$ cat src/rtl/twr_pkg.sv
package twr_pkg;
  typedef enum logic [2:0] {
    ST_IDLE, ST_DEV, ST_RADR, ST_WHI, ST_WLO, ST_RLOAD, ST_THI, ST_TLO
  } twr_state_e;
  localparam int BYTE_W = 8;
  localparam int ACK_SLOT = BYTE_W + 1;
endpackage

$ cat src/rtl/twr_line_sync.sv
module twr_line_sync #(
  parameter int STAGES = 2
) (
  input  logic clk,
  input  logic rst_n,
  input  logic scl_i,
  input  logic sda_i,
  output logic sda_s,
  output logic scl_rise,
  output logic scl_fall,
  output logic start_p,
  output logic stop_p
);
  logic [STAGES:0] scl_pipe, sda_pipe;
  logic scl_s, scl_d, sda_d;

  always_ff @(posedge clk or negedge rst_n) begin
    if (!rst_n) begin
      scl_pipe <= '1;
      sda_pipe <= '1;
    end else begin
      scl_pipe <= {scl_pipe[STAGES-1:0], scl_i};
      sda_pipe <= {sda_pipe[STAGES-1:0], sda_i};
    end
  end

  assign scl_s = scl_pipe[STAGES-1];
  assign scl_d = scl_pipe[STAGES];
  assign sda_s = sda_pipe[STAGES-1];
  assign sda_d = sda_pipe[STAGES];

  assign scl_rise = scl_s & ~scl_d;
  assign scl_fall = ~scl_s & scl_d;
  assign start_p  = scl_s & scl_d & sda_d & ~sda_s;
  assign stop_p   = scl_s & scl_d & ~sda_d & sda_s;
endmodule

$ cat src/rtl/twr_ctrl.sv
module twr_ctrl
  import twr_pkg::*;
#(
  parameter logic [6:0] DEV_ADDR = 7'b1010110,
  parameter int AW = 5,
  parameter int DW = 16
) (
  input  logic          clk,
  input  logic          rst_n,
  input  logic          sda_s,
  input  logic          scl_rise,
  input  logic          scl_fall,
  input  logic          start_p,
  input  logic          stop_p,
  output logic          sda_oe,
  output logic [AW-1:0] reg_addr,
  output logic [DW-1:0] reg_wdata,
  output logic          reg_we,
  input  logic [DW-1:0] reg_rdata,
  output logic          reg_re
);
  localparam int HB = DW - BYTE_W;

  twr_state_e  state;
  logic [3:0]  bitcnt;
  logic [BYTE_W-1:0] rx_sh, tx_sh, hi_q, lo_q;
  logic mack, bump, rx_phase, tx_phase, byte_ok;

  assign reg_re   = (state == ST_RLOAD);
  assign rx_phase = state inside {ST_DEV, ST_RADR, ST_WHI, ST_WLO};
  assign tx_phase = state inside {ST_THI, ST_TLO};

  always_comb begin
    case (state)
      ST_DEV:  byte_ok = (rx_sh[BYTE_W-1:1] == DEV_ADDR);
      ST_RADR: byte_ok = (rx_sh[BYTE_W-1:AW] == '0);
      default: byte_ok = 1'b1;
    endcase
  end

  always_ff @(posedge clk or negedge rst_n) begin
    if (!rst_n) begin
      state <= ST_IDLE; bitcnt <= '0; rx_sh <= '0; tx_sh <= '0;
      hi_q <= '0; lo_q <= '0; mack <= 1'b0; bump <= 1'b0;
      sda_oe <= 1'b0; reg_addr <= '0; reg_wdata <= '0; reg_we <= 1'b0;
    end else begin
      reg_we <= 1'b0;
      bump   <= 1'b0;
      if (bump) reg_addr <= reg_addr + 1'b1;
      if (start_p) begin
        state <= ST_DEV; bitcnt <= '0; sda_oe <= 1'b0;
      end else if (stop_p) begin
        state <= ST_IDLE; sda_oe <= 1'b0;
      end else if (state == ST_RLOAD) begin
        tx_sh  <= reg_rdata[DW-1:HB];
        lo_q   <= reg_rdata[BYTE_W-1:0];
        sda_oe <= ~reg_rdata[DW-1];
        bitcnt <= '0;
        state  <= ST_THI;
      end else if (state != ST_IDLE && scl_rise) begin
        if (bitcnt < 4'(BYTE_W)) rx_sh <= {rx_sh[BYTE_W-2:0], sda_s};
        else mack <= ~sda_s;
        bitcnt <= bitcnt + 1'b1;
      end else if (state != ST_IDLE && scl_fall) begin
        if (bitcnt == 4'(BYTE_W)) begin
          if (rx_phase) begin
            sda_oe <= byte_ok;
            if (!byte_ok) state <= ST_IDLE;
          end else begin
            sda_oe <= 1'b0;
          end
        end else if (bitcnt == 4'(ACK_SLOT)) begin
          bitcnt <= '0;
          sda_oe <= 1'b0;
          case (state)
            ST_DEV:  state <= rx_sh[0] ? ST_RLOAD : ST_RADR;
            ST_RADR: begin reg_addr <= rx_sh[AW-1:0]; state <= ST_WHI; end
            ST_WHI:  begin hi_q <= rx_sh; state <= ST_WLO; end
            ST_WLO: begin
              reg_wdata <= {hi_q, rx_sh};
              reg_we    <= 1'b1;
              bump      <= 1'b1;
              state     <= ST_WHI;
            end
            ST_THI: begin
              if (mack) begin
                tx_sh <= lo_q; sda_oe <= ~lo_q[BYTE_W-1]; state <= ST_TLO;
              end else state <= ST_IDLE;
            end
            ST_TLO: begin
              reg_addr <= reg_addr + 1'b1;
              state    <= mack ? ST_RLOAD : ST_IDLE;
            end
            default: state <= ST_IDLE;
          endcase
        end else if (bitcnt != '0 && tx_phase) begin
          sda_oe <= ~tx_sh[BYTE_W-2];
          tx_sh  <= {tx_sh[BYTE_W-2:0], 1'b0};
        end
      end
    end
  end

  // strobes are single-cycle and mutually exclusive
  a_r10_we_single: assert property (@(posedge clk) disable iff (!rst_n)
    reg_we |=> !reg_we);
  a_r10_re_single: assert property (@(posedge clk) disable iff (!rst_n)
    reg_re |=> !reg_re);
  a_r10_exclusive: assert property (@(posedge clk) disable iff (!rst_n)
    !(reg_we && reg_re));
  // pointer steps after a written word
  a_r6_we_step: assert property (@(posedge clk) disable iff (!rst_n)
    reg_we |=> reg_addr == AW'($past(reg_addr) + 1'b1));
  // nothing driven while idle
  a_r9_idle_quiet: assert property (@(posedge clk) disable iff (!rst_n)
    (state == ST_IDLE) |-> !sda_oe);
  a_r9_stop_release: assert property (@(posedge clk) disable iff (!rst_n)
    stop_p |=> !sda_oe);
endmodule

$ cat src/rtl/twr_bridge.sv
module twr_bridge #(
  parameter logic [6:0] DEV_ADDR = 7'b1010110,
  parameter int SYNC_STAGES = 2,
  parameter int AW = 5
) (
  input  logic          clk,
  input  logic          rst_n,
  input  logic          scl_i,
  input  logic          sda_i,
  output logic          sda_oe,
  output logic [AW-1:0] reg_addr,
  output logic [15:0]   reg_wdata,
  output logic          reg_we,
  input  logic [15:0]   reg_rdata,
  output logic          reg_re
);
  localparam int DW = 16;
  logic sda_s, scl_rise, scl_fall, start_p, stop_p;

  twr_line_sync #(.STAGES(SYNC_STAGES)) u_sync (
    .clk(clk), .rst_n(rst_n), .scl_i(scl_i), .sda_i(sda_i), .sda_s(sda_s),
    .scl_rise(scl_rise), .scl_fall(scl_fall), .start_p(start_p), .stop_p(stop_p)
  );

  twr_ctrl #(.DEV_ADDR(DEV_ADDR), .AW(AW), .DW(DW)) u_ctrl (
    .clk(clk), .rst_n(rst_n), .sda_s(sda_s), .scl_rise(scl_rise),
    .scl_fall(scl_fall), .start_p(start_p), .stop_p(stop_p), .sda_oe(sda_oe),
    .reg_addr(reg_addr), .reg_wdata(reg_wdata), .reg_we(reg_we),
    .reg_rdata(reg_rdata), .reg_re(reg_re)
  );
endmodule

$ cat config.mk
export PLATFORM = sky130hd
export DESIGN_NAME = twr_bridge
export DESIGN_NICKNAME = d
export VERILOG_FILES = /design/src/rtl/twr_pkg.sv /design/src/rtl/twr_line_sync.sv /design/src/rtl/twr_ctrl.sv /design/src/rtl/twr_bridge.sv
export SDC_FILE = /design/constraint.sdc
export NUM_CORES = 1
export LEC_CHECK = 0
export ABC_AREA = 1
export BUFFER_PORTS_ARGS = -buffer_cell sky130_fd_sc_hd__clkbuf_2
export CAP_MARGIN = 20
export CORE_MARGIN = 2
export CORE_UTILIZATION = 58
export DETAILED_ROUTE_END_ITERATION = 8
export PLACE_DENSITY_LB_ADDON = 0.05
export SLEW_MARGIN = 20
export SYNTH_ARGS = -nofsm -noshare
export SYNTH_HDL_FRONTEND = slang
export SYNTH_SLANG_ARGS = --single-unit
$ cat constraint.sdc
create_clock -name clk -period 2 [get_ports clk]
set_input_delay 0.3 -clock clk [delete_from_list [all_inputs] [get_ports clk]]
set_output_delay 0.3 -clock clk [all_outputs]
set_load 0.01 [all_outputs]
==> qor.csv, run 1 <==
metric,value,unit
status,"complete, no violations",
yosysSeqAreaShare,49.1,%
die_w,81.5,um
syn_to_final_growth,14.4,%
start_kind,register,
drtPass1Iterations,4,
rows,28,
drv_cap,0,
max_freq,0.554,GHz
start_util,59.5,%
antenna_found_initial,0,
worstMarginPinSlew,428,ps
dpl.hpwl,4770,um
cts_tree,done,
drt_wl_total,6650,um
grt_start_max_net_pins,69,
nets,496,
holdWs,33.4,ps
synth_nets,447,
gp_congestion,0.861,
io_buffer_count,43,
antenna_left,0,
fin_cells,552,
slew_headroom,71.4,%
route.detailed.drc,0,
core,5850,um2
clock_sinks,68,
clk_pin_slew,70,ps
hold_class,input pin to register,
fin_setup_tns,0,ps
power_density,682,nW/um2
p_leak,2.21,nW
antennaDiodeCount,0,
worstPathRequired,1700,ps
skew,9.12,ps
cts-buffers-inserted,9,
vias,2729,
ios,44,
final.min_clock_period,1810,ps
ir_drop,0.000508,V
netlist_area,3480,um2
cts_root_buf,clkbuf_8,
wl_per_cell,12.0,um
slew_violations,0,
grt_pass1_wl,11400,um
h-tree-depth,3,
critPathMaxFanout,11,
yosysWarnings,0,
drtIter0Drc,154,
grt.total_usage,22.6,%
grt_overflow,0,
fin_crit_sh,90.3,%
cts_buffer_depth,2,
rsz0062_at_grt,no,
clkLatencyLatePin,340,ps
yosys_register_bits,68,
fin_util,68.1,%
crit_type,register to output port,
worstSetupEndpointType,output port,
syn-instance-count,423,
ys_types,34,
critPathArrivalTime,1510,ps
via_per_inst,4.94,
syn_avg_cell_area,8.23,um2
fp.dieH,81.5,um
finalSetupViolCount,0,
die-area,6640,um2
dp_cells,535,
grt_pass1_vias,2543,
hold_viol,0,
drive_above_1_share,23.1,%
[metrics by stage]
stage,setup WS (ps),power [mW],cell area [um2]
4_1_cts,176,2.74,3990
6_report,194,2.72,3990
3_5_place_dp,203,1.61,3770
3_3_place_gp,278,1.60,3770
2_1_floorplan,384,1.53,3480
5_1_grt,27.2,2.83,3990
[synthesized netlist by cell type, drive strengths merged]
cell    count  area (um2)
ha          4        50.1
nand4       3        33.8
o21ai      54         297
buf        11        80.1
nand2     138         566
dfrtp      62        1550
clkinv      1        3.75
nor2       20         104
inv        70         265
a31oi       1        6.26
a21oi       8        40.0
xor2        6        52.6
o22ai       2        12.5
mux2        2        22.5
a22oi       4        30.0
o211ai      2        15.0
nand3      29         195
dfstp       6         158
[cells in the final DEF, fill, tap and decap left out, drive strengths merged, types with 6 or more instances in the layout]
cell type	count
xor2	6
dfrtp	62
buf	6
nor2	20
nand2	138
dfstp	6
a21oi	8
inv	70
o21ai	54
nand3	29
clkbuf	52
[area by class of cell]
type / instances / area (um2)
multi-input combinational: 273 / 1420
clock inverter: 6 / 63.8
sequential: 68 / 1710
clock buffer: 10 / 138
tap: 75 / 93.8
fill: 499 / 1870
timing repair buffer: 49 / 288
inverter: 71 / 269
[power breakdown]
part / leakage, nW / internal (mW) / switching [mW]
logic: 1.26 / 0.0544 / 0.0975
registers: 0.848 / 1.40 / 0.0263
clock network: 0.0983 / 0.607 / 0.528
total: 2.21 / 2.06 / 0.652
[worst max-delay path, stage by stage, from the launching register on]
cell      delay (ps)
dfrtp_1          540
nand3_4          200
inv_2            240
clkbuf_2         180
[cells by family (layout without fill, tap and decap cells)]
family	Yosys count	count (layout)	synth area share, %
flops	68	68	49.1
compound gates	71	71	11.5
mux	2	2	0.647
buf+inv	82	136	10.0
simple gates	190	190	25.8
xor+xnor	6	6	1.51
fa+ha+maj	4	4	1.44
[flip-flops by register name, indices dropped and copies added (netlist names)]
| register | flops |
|---|---|
| u_ctrl.reg_addr | 5 |
| u_ctrl.tx_sh | 7 |
| u_ctrl.lo_q | 8 |
| u_sync.sda_pipe | 3 |
| u_ctrl.sda_oe | 1 |
| u_ctrl.reg_we | 1 |
| u_ctrl.hi_q | 8 |
| u_ctrl.bitcnt | 4 |
| u_ctrl.rx_sh | 8 |
| u_sync.scl_pipe | 3 |
| u_ctrl.mack | 1 |
| u_ctrl.state | 3 |
| u_ctrl.reg_wdata | 16 |
[layer usage]
| layer | GRT usage (%) | vias to the layer above | wire [um] |
|---|---|---|---|
| li1 | - | 1424 | - |
| met1 | 30.5 | 1228 | 3110 |
| met2 | 35.2 | 70 | 3130 |
| met3 | 6.15 | 7 | 325 |
| met4 | 8.14 | 0 | 79 |
| met5 | 0 | - | 0 |
[final timing paths]
path | start | end | slack, ps | cells past startpoint
max reg2reg | u_ctrl.bitcnt[0] | u_ctrl.tx_sh[0] | 220 | 10
max in group asynchronous | rst_n | u_sync.sda_pipe[2] | 1190 | 3
min reg2reg | u_sync.sda_pipe[0] | u_sync.sda_pipe[1] | 360 | 0
max | u_ctrl.state[2] | reg_re | 190 | 3
min | sda_i | u_sync.sda_pipe[0] | 30 | 1
min in group asynchronous | rst_n | u_ctrl.reg_wdata[14] | 500 | 3
[what timing repair did]
item,in CTS,in global routing
hold buffers,1,0
setup buffers,0,0
resized for setup,0,0
hold endpoints to repair,62,0
No activity file was read; power rests on OpenSTA's default activity.
==> inputs of run 2 (changes only) <==
==> constraint.sdc (replaced) <==
create_clock -name clk -period 2 [get_ports clk]
set_input_delay 0.1 -clock clk [delete_from_list [all_inputs] [get_ports clk]]
set_output_delay 0.1 -clock clk [all_outputs]
set_load 0.01 [all_outputs]
==> run 2 against run 1 <==
Compared with the run above: sequential power about the same; cell area rose by 2.5%; cell count up 1.8%; critical path depth rose by 7; clock skew shrank 2.3 ps; die area unchanged; critical path type is now register to register; first-iteration DRC count shrank 24%.
==> qor.csv, run 2 (same netlist as run 1, synthesis figures left out) <==
metric,value,unit,change
grt_overflow,0,,unchanged
cts_tree,done,,
fin_setup_tns,0,ps,unchanged
grt_start_max_net_pins,69,,unchanged
critPathArrivalTime,2020,ps,+510 ps
cp_slowest_cell,dfrtp_1,,
max_freq,0.559,GHz,+0.89%
grt_pass1_vias,2628,,+3.3%
clk_pin_slew,70,ps,about the same
antenna_left,0,,unchanged
p_sw,0.657,mW,+0.81%
p_clk_share,41.5,%,-0.3 points
antennaDiodeCount,0,,unchanged
fin_crit_sh,89.5,%,-0.80 points
power_density,669,nW/um2,-1.8%
ir_drop,0.000536,V,+5.4%
io_buffer_count,43,,unchanged
layout_common_cells,"nand2_1, inv_1, dfrtp_1",,
slew_headroom,71.6,%,+0.29 points
grt_pass1_wl,11600,um,+1.7%
slew_violations,0,,unchanged
rsz0062_at_grt,no,,
p_int,2.08,mW,+0.60%
crit_top_cell,inv_1,,
skew,6.83,ps,-2.30 ps
route.detailed.drc,0,,unchanged
clkLatencyLatePin,350,ps,about the same
worstPathCellList,inv_1 -> ha_1 -> nand3_2 -> inv_1 -> nor2_2 -> inv_1 -> nand2_4 -> nand3_4 -> nand2_1 -> o21ai_2,,
largest_reg_flops,16,,unchanged
nets,506,,+2.0%
grt.total_usage,22.9,%,+0.34 points
clock_sinks,68,,unchanged
cts-buffers-inserted,9,,unchanged
multi_input_comb_area,1420,um2,unchanged
hold_class,input pin to register,,
start_kind,register,,
worstMarginPinSlew,423,ps,-4.30 ps
drt_wl_total,6910,um,+3.9%
die_w,81.5,um,unchanged
cts_root_buf,clkbuf_8,,
drive_above_1_share,22.6,%,-0.47 points
syn_to_final_growth,17.3,%,
switching_share,24.0,%,+0.038 points
reg2reg_depth,10,,unchanged
final.min_clock_period,1790,ps,-16.0 ps
critPathMaxFanout,14,,+3
vias,2797,,+2.5%
ios,44,,unchanged
fp.dieH,81.5,um,unchanged
max_flop_register,u_ctrl.reg_wdata,,
wl_per_cell,12.3,um,+2.1%
finalSetupViolCount,0,,unchanged
crit_type,register to register,,
worstPathRequired,2230,ps,+530 ps
drtIter0Drc,117,,-24%
worstSetupEndpointType,register,,
p_leak,2.25,nW,+1.9%
holdPathStages,3,,+2
mostFrequentLayoutCell,nand2_1,,
rows,28,,unchanged
core,5850,um2,unchanged
nFillCells,483,,-3.2%
cts_buffer_depth,2,,unchanged
hold_viol,0,,unchanged
status,"complete, no violations",,
antenna_found_initial,0,,unchanged
via_per_inst,4.98,,+0.67%
fin_util,69.8,%,+1.7 points
die-area,6640,um2,unchanged
slowest_delay,410,ps,-130 ps
p_comb_share,6.2,%,+0.6 points
drtPass1Iterations,5,,+1
start_util,59.5,%,unchanged
dpl.hpwl,4820,um,+1.2%
seqPwrFrac,52.3,%,-0.3 points
gp_congestion,0.883,,+2.6%
drv_cap,0,,unchanged
h-tree-depth,3,,unchanged
post_cts_buffers,0,,unchanged
ff_latch_area,1710,um2,unchanged
## run 2: power groups by stage
| stage | Combinational, mW | Clock [mW] | Sequential [mW] |
|---|---|---|---|
| 6_report | 0.168 | 1.14 | 1.43 |
| 5_1_grt | 0.192 | 1.23 | 1.43 |
| 4_1_cts | 0.171 | 1.15 | 1.43 |
| 3_5_place_dp | 0.154 | 0 | 1.46 |
| 3_3_place_gp | 0.150 | 0 | 1.45 |
| 2_1_floorplan | 0.0774 | 0 | 1.45 |
## run 2: final cells by class
class / instances / area share [%]
flip-flops and latches: 68 / 41.8
repair buffers: 59 / 9.49
clock inverters: 6 / 1.56
multi-input cells: 273 / 34.9
inverters: 71 / 6.58
clock buffers: 10 / 3.37
well taps: 75 / 2.30
## run 2: critical path, delay by kind of cell, from the launching register on
family                   cells  cell delay, ps
AO/OA/AOI/OAI                1              60
flip-flops                   1             410
adder cells (fa/ha/maj)      1             220
AND/OR/NAND/NOR              5             710
buffers and inverters        3             280
## run 2: timing repair
action                    4_1_cts  5_1_grt
hold endpoints to repair       72        0
resized for setup               0        0
hold buffers                   11        0
## run 2: final timing paths
path,slack [ps],end,from
max reg2reg,210,u_ctrl.tx_sh[0],u_ctrl.bitcnt[0]
min reg2reg,360,u_sync.sda_pipe[1],u_sync.sda_pipe[0]
min,80,u_ctrl.tx_sh[0],reg_rdata[8]
min in group asynchronous,290,u_ctrl.reg_wdata[13],rst_n
max,210,u_ctrl.tx_sh[0],u_ctrl.bitcnt[0]
max in group asynchronous,1390,u_sync.sda_pipe[0],rst_n
## run 2: routing by layer
layer  share of wire, %  GRT usage (%)
met1                 47           29.2
met2                 48           38.4
met3                4.2           5.71
met4                1.3           7.63
met5                  0              0
## run 2: metrics by stage
| stage | hold WS (ps) | setup slack, ps | power [mW] | instance area (um2) | cells |
|---|---|---|---|---|---|
| after floorplan | -196 | 384 | 1.53 | 3480 | 423 |
| after global placement | 150 | 277 | 1.60 | 3770 | 535 |
| after detailed placement | 148 | 213 | 1.61 | 3770 | 535 |
| after CTS | 71.8 | 209 | 2.75 | 4090 | 562 |
| after global routing | 95.8 | 39.6 | 2.86 | 4090 | 562 |
| final | 82.6 | 210 | 2.73 | 4090 | 562 |
